## src/rtl/ibc_pkg.sv

```systemverilog
package ibc_pkg;
  typedef enum logic {EV_IDLE, EV_SCAN} ev_state_t;
endpackage

```

## src/rtl/ibc_dealer.sv

```systemverilog
module ibc_dealer #(
  parameter int MAX_SW = 16,
  parameter int SWC_W  = 5,
  parameter int NC_W   = 8,
  parameter int DC_W   = 4,
  parameter int RI_W   = 3
) (
  input  logic              clk,
  input  logic              rst,
  input  logic              clear,
  input  logic              acc,
  input  logic              err,
  input  logic [SWC_W-1:0]  cfg_sw,
  input  logic [NC_W-1:0]   cfg_n,
  input  logic [DC_W-1:0]   cfg_d,
  output logic              tbl_end,
  output logic              commit_v,
  output logic              commit_last,
  output logic              commit_bank,
  output logic [RI_W-1:0]   commit_row,
  output logic              commit_hit,
  output logic [SWC_W-1:0]  commit_nbits
);
  logic [SWC_W-1:0] bit_pos, sym_bits;
  logic             sym_hit, bank_q;
  logic [RI_W-1:0]  row_q;
  logic [NC_W-1:0]  col_q;
  logic sym_end, row_end, col_end;

  assign sym_end = acc && (bit_pos == cfg_sw - SWC_W'(1));
  assign row_end = (row_q == RI_W'(cfg_d - DC_W'(1)));
  assign col_end = (col_q == cfg_n - NC_W'(1));
  assign tbl_end = sym_end && row_end && col_end;

  always_ff @(posedge clk) begin
    if (rst || clear) begin
      bit_pos <= '0; sym_bits <= '0; sym_hit <= 1'b0;
      row_q <= '0; col_q <= '0; bank_q <= 1'b0;
      commit_v <= 1'b0; commit_last <= 1'b0; commit_bank <= 1'b0;
      commit_row <= '0; commit_hit <= 1'b0; commit_nbits <= '0;
    end else begin
      commit_v <= sym_end;
      if (acc) begin
        if (sym_end) begin
          commit_last  <= row_end && col_end;
          commit_bank  <= bank_q;
          commit_row   <= row_q;
          commit_hit   <= sym_hit | err;
          commit_nbits <= sym_bits + SWC_W'(err);
          bit_pos <= '0; sym_bits <= '0; sym_hit <= 1'b0;
          if (row_end) begin
            row_q <= '0;
            if (col_end) begin
              col_q  <= '0;
              bank_q <= ~bank_q;
            end else begin
              col_q <= col_q + NC_W'(1);
            end
          end else begin
            row_q <= row_q + RI_W'(1);
          end
        end else begin
          bit_pos  <= bit_pos + SWC_W'(1);
          sym_hit  <= sym_hit | err;
          sym_bits <= sym_bits + SWC_W'(err);
        end
      end
    end
  end

  // symbols land only in configured rows, bit position stays inside a symbol
  assert_row_in_range_R3: assert property (@(posedge clk) disable iff (rst)
    commit_v |-> (DC_W'(commit_row) < cfg_d));
  assert_bitpos_range_R3: assert property (@(posedge clk) disable iff (rst)
    (32'(bit_pos) < MAX_SW));
endmodule

```

## src/rtl/ibc_rowbank.sv

```systemverilog
module ibc_rowbank #(
  parameter int MAX_D = 8,
  parameter int RI_W  = 3,
  parameter int NC_W  = 8,
  parameter int BR_W  = 12,
  parameter int SWC_W = 5
) (
  input  logic              clk,
  input  logic              rst,
  input  logic              wr_v,
  input  logic              wr_bank,
  input  logic [RI_W-1:0]   wr_row,
  input  logic              wr_hit,
  input  logic [SWC_W-1:0]  wr_nbits,
  input  logic              clr_v,
  input  logic              rd_bank,
  input  logic [RI_W-1:0]   rd_row,
  output logic [NC_W-1:0]   rd_sc,
  output logic [BR_W-1:0]   rd_bc
);
  logic [NC_W-1:0] sc_q [2][MAX_D];
  logic [BR_W-1:0] bc_q [2][MAX_D];

  assign rd_sc = sc_q[rd_bank][rd_row];
  assign rd_bc = bc_q[rd_bank][rd_row];

  always_ff @(posedge clk) begin
    if (rst) begin
      for (int b = 0; b < 2; b++) begin
        for (int r = 0; r < MAX_D; r++) begin
          sc_q[b][r] <= '0;
          bc_q[b][r] <= '0;
        end
      end
    end else begin
      if (wr_v) begin
        sc_q[wr_bank][wr_row] <= sc_q[wr_bank][wr_row] + NC_W'(wr_hit);
        bc_q[wr_bank][wr_row] <= bc_q[wr_bank][wr_row] + BR_W'(wr_nbits);
      end
      if (clr_v) begin
        sc_q[rd_bank][rd_row] <= '0;
        bc_q[rd_bank][rd_row] <= '0;
      end
    end
  end

  // the filling bank and the bank under scan never coincide
  assert_bank_disjoint_R9: assert property (@(posedge clk) disable iff (rst)
    (wr_v && clr_v) |-> (wr_bank != rd_bank));
endmodule

```

## src/rtl/ibc_eval.sv

```systemverilog
module ibc_eval
  import ibc_pkg::*;
#(
  parameter int MAX_D = 8,
  parameter int RI_W  = 3,
  parameter int DC_W  = 4,
  parameter int NC_W  = 8,
  parameter int BR_W  = 12,
  parameter int BT_W  = 15,
  parameter int CNT_W = 32
) (
  input  logic              clk,
  input  logic              rst,
  input  logic              clear,
  input  logic              start_v,
  input  logic              start_bank,
  input  logic [NC_W-1:0]   cfg_t,
  input  logic [DC_W-1:0]   cfg_d,
  input  logic [NC_W-1:0]   rd_sc,
  input  logic [BR_W-1:0]   rd_bc,
  output logic              rd_bank,
  output logic [RI_W-1:0]   rd_row,
  output logic              scan,
  output logic              done,
  output logic [DC_W-1:0]   res_fail_rows,
  output logic [BT_W-1:0]   res_post_bits,
  output logic [CNT_W-1:0]  cnt_post_bits,
  output logic [CNT_W-1:0]  cnt_post_syms,
  output logic [CNT_W-1:0]  cnt_fail_cw
);
  localparam int WIDE = CNT_W + BR_W + 1;

  function automatic logic [CNT_W-1:0] sat_add(input logic [CNT_W-1:0] a,
                                               input logic [BR_W-1:0] b);
    logic [WIDE-1:0] s;
    s = WIDE'(a) + WIDE'(b);
    if (s > WIDE'({CNT_W{1'b1}})) return {CNT_W{1'b1}};
    return s[CNT_W-1:0];
  endfunction

  ev_state_t       st;
  logic            bank_q;
  logic [RI_W-1:0] row_q;
  logic            fail, last;

  assign rd_bank = bank_q;
  assign rd_row  = row_q;
  assign scan    = (st == EV_SCAN);
  assign fail    = rd_sc > cfg_t;
  assign last    = (row_q == RI_W'(cfg_d - DC_W'(1)));

  always_ff @(posedge clk) begin
    if (rst || clear) begin
      st <= EV_IDLE; bank_q <= 1'b0; row_q <= '0; done <= 1'b0;
      res_fail_rows <= '0; res_post_bits <= '0;
      cnt_post_bits <= '0; cnt_post_syms <= '0; cnt_fail_cw <= '0;
    end else begin
      done <= 1'b0;
      case (st)
        EV_IDLE: if (start_v) begin
          st <= EV_SCAN; bank_q <= start_bank; row_q <= '0;
          res_fail_rows <= '0; res_post_bits <= '0;
        end
        EV_SCAN: begin
          if (fail) begin
            res_fail_rows <= res_fail_rows + DC_W'(1);
            res_post_bits <= res_post_bits + BT_W'(rd_bc);
            cnt_post_bits <= sat_add(cnt_post_bits, rd_bc);
            cnt_post_syms <= sat_add(cnt_post_syms, BR_W'(rd_sc));
            cnt_fail_cw   <= sat_add(cnt_fail_cw, BR_W'(1));
          end
          if (last) begin
            st <= EV_IDLE; done <= 1'b1;
          end else begin
            row_q <= row_q + RI_W'(1);
          end
        end
      endcase
    end
  end

  assert_scan_row_R4: assert property (@(posedge clk) disable iff (rst)
    scan |-> (32'(rd_row) < MAX_D));
  assert_done_pulse_R4: assert property (@(posedge clk) disable iff (rst)
    done |=> !done);
  assert_pass_row_silent_R5: assert property (@(posedge clk) disable iff (rst || clear)
    (scan && !fail) |=> (res_fail_rows == $past(res_fail_rows)));
  assert_fail_row_counted_R6: assert property (@(posedge clk) disable iff (rst || clear)
    (scan && fail) |=> (res_fail_rows == $past(res_fail_rows) + DC_W'(1)));
  assert_no_wrap_R8: assert property (@(posedge clk) disable iff (rst)
    !clear |=> (cnt_post_bits >= $past(cnt_post_bits)) && (cnt_fail_cw >= $past(cnt_fail_cw)));
endmodule

```

## src/rtl/ibc_corr_emu.sv

```systemverilog
module ibc_corr_emu #(
  parameter int MAX_SW = 16,
  parameter int MAX_N  = 255,
  parameter int MAX_D  = 8,
  parameter int CNT_W  = 32,
  parameter int TBL_W  = 16,
  localparam int SWC_W = $clog2(MAX_SW + 1),
  localparam int NC_W  = $clog2(MAX_N + 1),
  localparam int DC_W  = $clog2(MAX_D + 1),
  localparam int RI_W  = (MAX_D > 1) ? $clog2(MAX_D) : 1,
  localparam int BR_W  = $clog2(MAX_N * MAX_SW + 1),
  localparam int BT_W  = $clog2(MAX_D * MAX_N * MAX_SW + 1)
) (
  input  logic              clk,
  input  logic              rst,
  input  logic              start,
  input  logic [SWC_W-1:0]  cfg_sym_bits,
  input  logic [NC_W-1:0]   cfg_cw_len,
  input  logic [NC_W-1:0]   cfg_t,
  input  logic [DC_W-1:0]   cfg_depth,
  input  logic [TBL_W-1:0]  cfg_tables,
  input  logic              in_valid,
  output logic              in_ready,
  input  logic              in_err,
  output logic              busy,
  output logic              done,
  output logic [DC_W-1:0]   res_fail_rows,
  output logic [BT_W-1:0]   res_post_bits,
  output logic [CNT_W-1:0]  cnt_bits,
  output logic [CNT_W-1:0]  cnt_raw,
  output logic [CNT_W-1:0]  cnt_post_bits,
  output logic [CNT_W-1:0]  cnt_post_syms,
  output logic [CNT_W-1:0]  cnt_fail_cw
);
  logic [SWC_W-1:0] sw_q;
  logic [NC_W-1:0]  n_q, t_q;
  logic [DC_W-1:0]  d_q;
  logic [TBL_W-1:0] tables_q, fed_q, evd_q;
  logic clear, acc, tbl_end;
  logic c_v, c_last, c_bank, c_hit;
  logic [RI_W-1:0]  c_row, rd_row;
  logic [SWC_W-1:0] c_nbits;
  logic rd_bank, scan;
  logic [NC_W-1:0] rd_sc;
  logic [BR_W-1:0] rd_bc;

  assign clear    = start && !busy;
  assign in_ready = busy && (fed_q != tables_q);
  assign acc      = in_valid && in_ready;

  always_ff @(posedge clk) begin
    if (rst) begin
      busy <= 1'b0; sw_q <= '0; n_q <= '0; t_q <= '0; d_q <= '0;
      tables_q <= '0; fed_q <= '0; evd_q <= '0; cnt_bits <= '0; cnt_raw <= '0;
    end else if (clear) begin
      sw_q <= cfg_sym_bits; n_q <= cfg_cw_len; t_q <= cfg_t; d_q <= cfg_depth;
      tables_q <= cfg_tables; fed_q <= '0; evd_q <= '0;
      cnt_bits <= '0; cnt_raw <= '0;
      busy <= (cfg_tables != '0);
    end else begin
      if (tbl_end) fed_q <= fed_q + TBL_W'(1);
      if (done) begin
        evd_q <= evd_q + TBL_W'(1);
        if (evd_q + TBL_W'(1) == tables_q) busy <= 1'b0;
      end
      if (acc) begin
        if (cnt_bits != {CNT_W{1'b1}}) cnt_bits <= cnt_bits + CNT_W'(1);
        if (in_err && cnt_raw != {CNT_W{1'b1}}) cnt_raw <= cnt_raw + CNT_W'(1);
      end
    end
  end

  ibc_dealer #(.MAX_SW(MAX_SW), .SWC_W(SWC_W), .NC_W(NC_W), .DC_W(DC_W), .RI_W(RI_W)) u_deal (
    .clk(clk), .rst(rst), .clear(clear), .acc(acc), .err(in_err),
    .cfg_sw(sw_q), .cfg_n(n_q), .cfg_d(d_q), .tbl_end(tbl_end),
    .commit_v(c_v), .commit_last(c_last), .commit_bank(c_bank),
    .commit_row(c_row), .commit_hit(c_hit), .commit_nbits(c_nbits));

  ibc_rowbank #(.MAX_D(MAX_D), .RI_W(RI_W), .NC_W(NC_W), .BR_W(BR_W), .SWC_W(SWC_W)) u_bank (
    .clk(clk), .rst(rst), .wr_v(c_v), .wr_bank(c_bank), .wr_row(c_row),
    .wr_hit(c_hit), .wr_nbits(c_nbits), .clr_v(scan), .rd_bank(rd_bank),
    .rd_row(rd_row), .rd_sc(rd_sc), .rd_bc(rd_bc));

  ibc_eval #(.MAX_D(MAX_D), .RI_W(RI_W), .DC_W(DC_W), .NC_W(NC_W), .BR_W(BR_W),
             .BT_W(BT_W), .CNT_W(CNT_W)) u_eval (
    .clk(clk), .rst(rst), .clear(clear), .start_v(c_v && c_last), .start_bank(c_bank),
    .cfg_t(t_q), .cfg_d(d_q), .rd_sc(rd_sc), .rd_bc(rd_bc), .rd_bank(rd_bank),
    .rd_row(rd_row), .scan(scan), .done(done), .res_fail_rows(res_fail_rows),
    .res_post_bits(res_post_bits), .cnt_post_bits(cnt_post_bits),
    .cnt_post_syms(cnt_post_syms), .cnt_fail_cw(cnt_fail_cw));

  // latched configuration holds for the whole run
  assert_cfg_held_R1: assert property (@(posedge clk) disable iff (rst)
    (busy && $past(busy)) |-> ($stable(sw_q) && $stable(t_q) && $stable(d_q) && $stable(n_q)));
  // results never outnumber tables fed
  assert_results_follow_feed_R4: assert property (@(posedge clk) disable iff (rst)
    busy |-> (evd_q <= fed_q));
endmodule

```

## config.mk

```make
export PLATFORM = sky130hd
export DESIGN_NAME = ibc_corr_emu
export DESIGN_NICKNAME = d
export VERILOG_FILES = /design/src/rtl/ibc_pkg.sv /design/src/rtl/ibc_dealer.sv /design/src/rtl/ibc_rowbank.sv /design/src/rtl/ibc_eval.sv /design/src/rtl/ibc_corr_emu.sv
export SDC_FILE = /design/constraint.sdc
export NUM_CORES = 2
export LEC_CHECK = 0
export ABC_CLOCK_PERIOD_IN_PS = 9000
export BUFFER_PORTS_ARGS = -buffer_cell sky130_fd_sc_hd__buf_4
export CORE_ASPECT_RATIO = 0.6
export CORE_MARGIN = 1.5
export CORE_UTILIZATION = 68
export CTS_BUF_LIST = sky130_fd_sc_hd__clkbuf_8
export CTS_CLUSTER_DIAMETER = 80
export CTS_CLUSTER_SIZE = 16
export DETAILED_ROUTE_END_ITERATION = 6
export GPL_ROUTABILITY_DRIVEN = 0
export PLACE_DENSITY_LB_ADDON = 0.12
export SYNTH_ARGS = -nofsm -noshare
export SYNTH_HDL_FRONTEND = slang
export SYNTH_SLANG_ARGS = --single-unit
```

## constraint.sdc

```tcl
create_clock -name clk -period 9 [get_ports clk]
set_clock_uncertainty 0.2 [all_clocks]
set_input_delay 1.8 -clock clk [delete_from_list [all_inputs] [get_ports clk]]
set_output_delay 1.8 -clock clk [all_outputs]
set_load 0.005 [all_outputs]
```

==> results.json <==
{
  "cts_buffers": 44,
  "async_flop_share": 0,
  "drcViolationCount": 0,
  "synth_cells": 3634,
  "crit_fanout": 60,
  "min_path_type": "flip-flop to flip-flop",
  "clk_pin_slew_worst_paths_ps": 110,
  "grt_overflow": 0,
  "wl_um": 107000,
  "synthesis.nets": 3747,
  "critPathCaptureType": "flip-flop",
  "drive_gt1_frac": 0.158,
  "die_y_um": 172,
  "total_power_w": 0.00434,
  "crit_path_cell_trace": "buf_4 > mux4_2 > mux4_2 > ha_1 > nand4_1 > or3b_1 > a21oi_1 > or2_4 > buf_4 > nand2_1 > or4b_1 > nand3_1",
  "dominantRegCellSynth": "dfxtp_1",
  "cts_max_path_buffers": 3,
  "grt_pass1_wl_um": 162000,
  "synth.area.mux_share": 0.142,
  "cts_tree": "yes",
  "root_buffer": "clkbuf_8",
  "cpMaxStageDelayCell": "dfxtp_4",
  "vias": 30800,
  "swShare": 0.251,
  "insertion_delay_ps": 670,
  "synth-edff-count": 0,
  "avgRoutedWirePerCell_um": 24.6,
  "ctsResizeCount": 0,
  "synth-seq-cells": 615,
  "startpoint_type": "flip-flop",
  "yosys.area.top_type": "dfxtp_1",
  "layout_common_cells": "610 x dfxtp_1, 483 x nand2_1, 365 x nor2_1",
  "fin_nets": 3818,
  "synth_cell_type_count": 90,
  "yosysSeqAreaShare": 0.381,
  "finalSetupViolations": 0,
  "status": "complete, but fails checks",
  "synth_xor_area_frac": 0.0541,
  "min_period_ps": 6250,
  "intPower_w": 0.00325,
  "yosys.area_share.adder": 0.0268,
  "htree_levels": 2,
  "cp_data_arrival_time_ps": 6630,
  "tightest_slew_ps": 1470,
  "tns_ps": 0,
  "syn_to_final_growth_pct": 7.87,
  "num-fill-cells": 3343,
  "grt_pass1_vias": 28700,
  "dieWidth_um": 285,
  "dpl.hpwl_um": 74000,
  "ant_nets": 0,
  "clkPwrFrac": 0.318,
  "drt_iter0_drc": 4843,
  "power.switching_w": 0.00109,
  "slew_headroom": 0.00981,
  "pwr-share-comb": 0.048,
  "r2r_slack_ps": 2750,
  "synthesis.area_mm2": 0.0323,
  "die_area_mm2": 0.0489,
  "layout_commonest_cell": "dfxtp_1",
  "holdBufCountCts": 0,
  "rows": 61,
  "worst_ir_drop_vdd_v": 0.000108,
  "max_clock_freq_ghz": 0.160,
  "grt_max_degree": 85,
  "start_util": 0.694,
  "holdWs_ps": 271,
  "finalHoldViolations": 0,
  "cts_setup_buffers": 0,
  "place_inst": 4289,
  "grtUsageTotal": 0.424,
  "violations": "capacitance limit",
  "critical_path_class": "flip-flop to flip-flop",
  "p_leak_nw": 12.2,
  "io-pin-count": 228,
  "synth_simple_gate_area_frac": 0.212,
  "io_buffers": 226,
  "rsz0062_at_grt": "no",
  "syn_area_per_cell_um2": 8.90,
  "required_ps": 9390,
  "layoutNonFillerInstCount": 4339,
  "via_per_inst": 7.09,
  "powerDensity_mw_per_mm2": 124,
  "fin_crit_sh": 0.694,
  "core_mm2": 0.0466,
  "cpPeakStageDelay_ps": 1010,
  "first_pass_iters": 7,
  "pwr-share-seq": 0.634,
  "cap_viol_max_count": 2,
  "ys_top_cells_by_area": "dfxtp_1 38%, mux4_2 13%, nand2_1 5.6%",
  "synth_top_family_by_area": "simple AND/OR/NAND/NOR gates",
  "drv_slew": 0,
  "yosys.area.top_type_share": 0.381,
  "synth_compound_area_frac": 0.143,
  "clock_sinks": 615,
  "yosysWarnings": 0,
  "antenna_found_initial": 2
}
-- worst paths after layout --
check | startpoint | endpoint | cells past startpoint
worst min-delay path | t_q[5] | t_q[5] | 2
worst max register to register | u_eval.rd_row[0] | u_eval.cnt_post_syms[31] | 12
worst min register to register | t_q[5] | t_q[5] | 2
worst max-delay path | u_eval.rd_row[0] | u_eval.cnt_post_syms[31] | 12
-- worst max-delay path: cells and delay by family (launching register included) --
kind / cells / cell delay [ps]
AND/OR/NAND/NOR: 6 / 1870
multiplexers: 2 / 1180
buffers and inverters: 2 / 1120
flip-flops: 1 / 1010
AO/OA/AOI/OAI: 1 / 380
adder cells (fa/ha/maj): 1 / 350
-- power by group through the flow --
| stage | sequential, W | combinational (W) | clock (W) |
|---|---|---|---|
| 2_1_floorplan | 0.00281 | 0.000119 | 0 |
| 3_3_place_gp | 0.00281 | 0.000190 | 0 |
| 3_5_place_dp | 0.00281 | 0.000196 | 0 |
| 4_1_cts | 0.00275 | 0.000197 | 0.00136 |
| 5_1_grt | 0.00275 | 0.000218 | 0.00147 |
| 6_report | 0.00275 | 0.000209 | 0.00138 |
-- routing by layer --
| layer | track usage | part of all wire | vias to the layer above |
|---|---|---|---|
| li1 | - | - | 13300 |
| met4 | 0.176 | 0.045 | 0 |
| met1 | 0.553 | 0.37 | 14700 |
| met3 | 0.177 | 0.16 | 379 |
| met2 | 0.623 | 0.42 | 2332 |
| met5 | 0 | 0 | - |
-- registers in the layout, indices dropped and copies added, names as in the netlist, 4 cells and up, named ones only --
register and count:
n_q 8, cnt_raw 32, fed_q 16, u_deal.bit_pos 5, u_bank.sc_q 128, u_eval.res_fail_rows 4, u_deal.col_q 8, evd_q 16
t_q 8, cnt_bits 32, u_eval.cnt_post_syms 32, u_eval.cnt_post_bits 32, u_bank.bc_q 192, u_eval.res_post_bits 15, tables_q 16, u_eval.cnt_fail_cw 32
u_deal.sym_bits 5, sw_q 5, u_deal.commit_nbits 5
-- area by class of cell --
type                            instances  area (um2)  area share
Multi-Input combinational cell       2702       18800       0.539
Tap cell                              630         788      0.0226
Sequential cell                       615       12300       0.353
Clock buffer                           45         619      0.0177
Antenna cell                            2        5.00    0.000143
Timing Repair Buffer                  282        2120      0.0607
Inverter                               60         225     0.00645
Clock inverter                          3        18.8    0.000538
-- kinds of logic after synthesis --
| logic type | Yosys count |
|---|---|
| simple gates | 1467 |
| compound gates | 765 |
| flops | 615 |
| buf+inv | 317 |
| mux | 211 |
| xor+xnor | 192 |
| fa+ha+maj | 67 |
-- synthesized netlist by cell type (7+ instances only) --
master and n:
nor2_1 370, o32ai_1 13, dfxtp_1 615, and2_1 24, a311oi_1 9, buf_2 26, mux2i_1 16, a31o_2 16
xor2_1 60, clkbuf_1 191, and4_1 24, o21ai_0 190, mux4_2 185, inv_1 59, xnor2_1 126, a21oi_1 257
a21o_1 10, o211ai_1 7, nand4_1 73, a41oi_1 10, or3_1 33, nor3_1 119, ha_1 63, mux4_1 10
o21a_1 16, or4_1 15, buf_6 9, and3_1 56, nand2_1 484, a22o_1 17, nor3b_1 17, nor4_1 44
o21ai_1 33, buf_1 25, o22ai_1 8, nand3_1 143, o31ai_1 15, a31oi_1 72, a211oi_1 35, or2_2 11
nand2b_1 12, nor2b_1 20
-- per-stage QoR --
step | worst slack (ps) | cell area (um2) | util
final | 2750 | 34900 | 0.748
after global routing | 2440 | 34900 | 0.748
after CTS | 2840 | 34900 | 0.748
after detailed placement | 2860 | 34200 | 0.734
after global placement | 2960 | 34200 | 0.734
after floorplan | 4060 | 32300 | -
(Power assumes the default switching activity.)
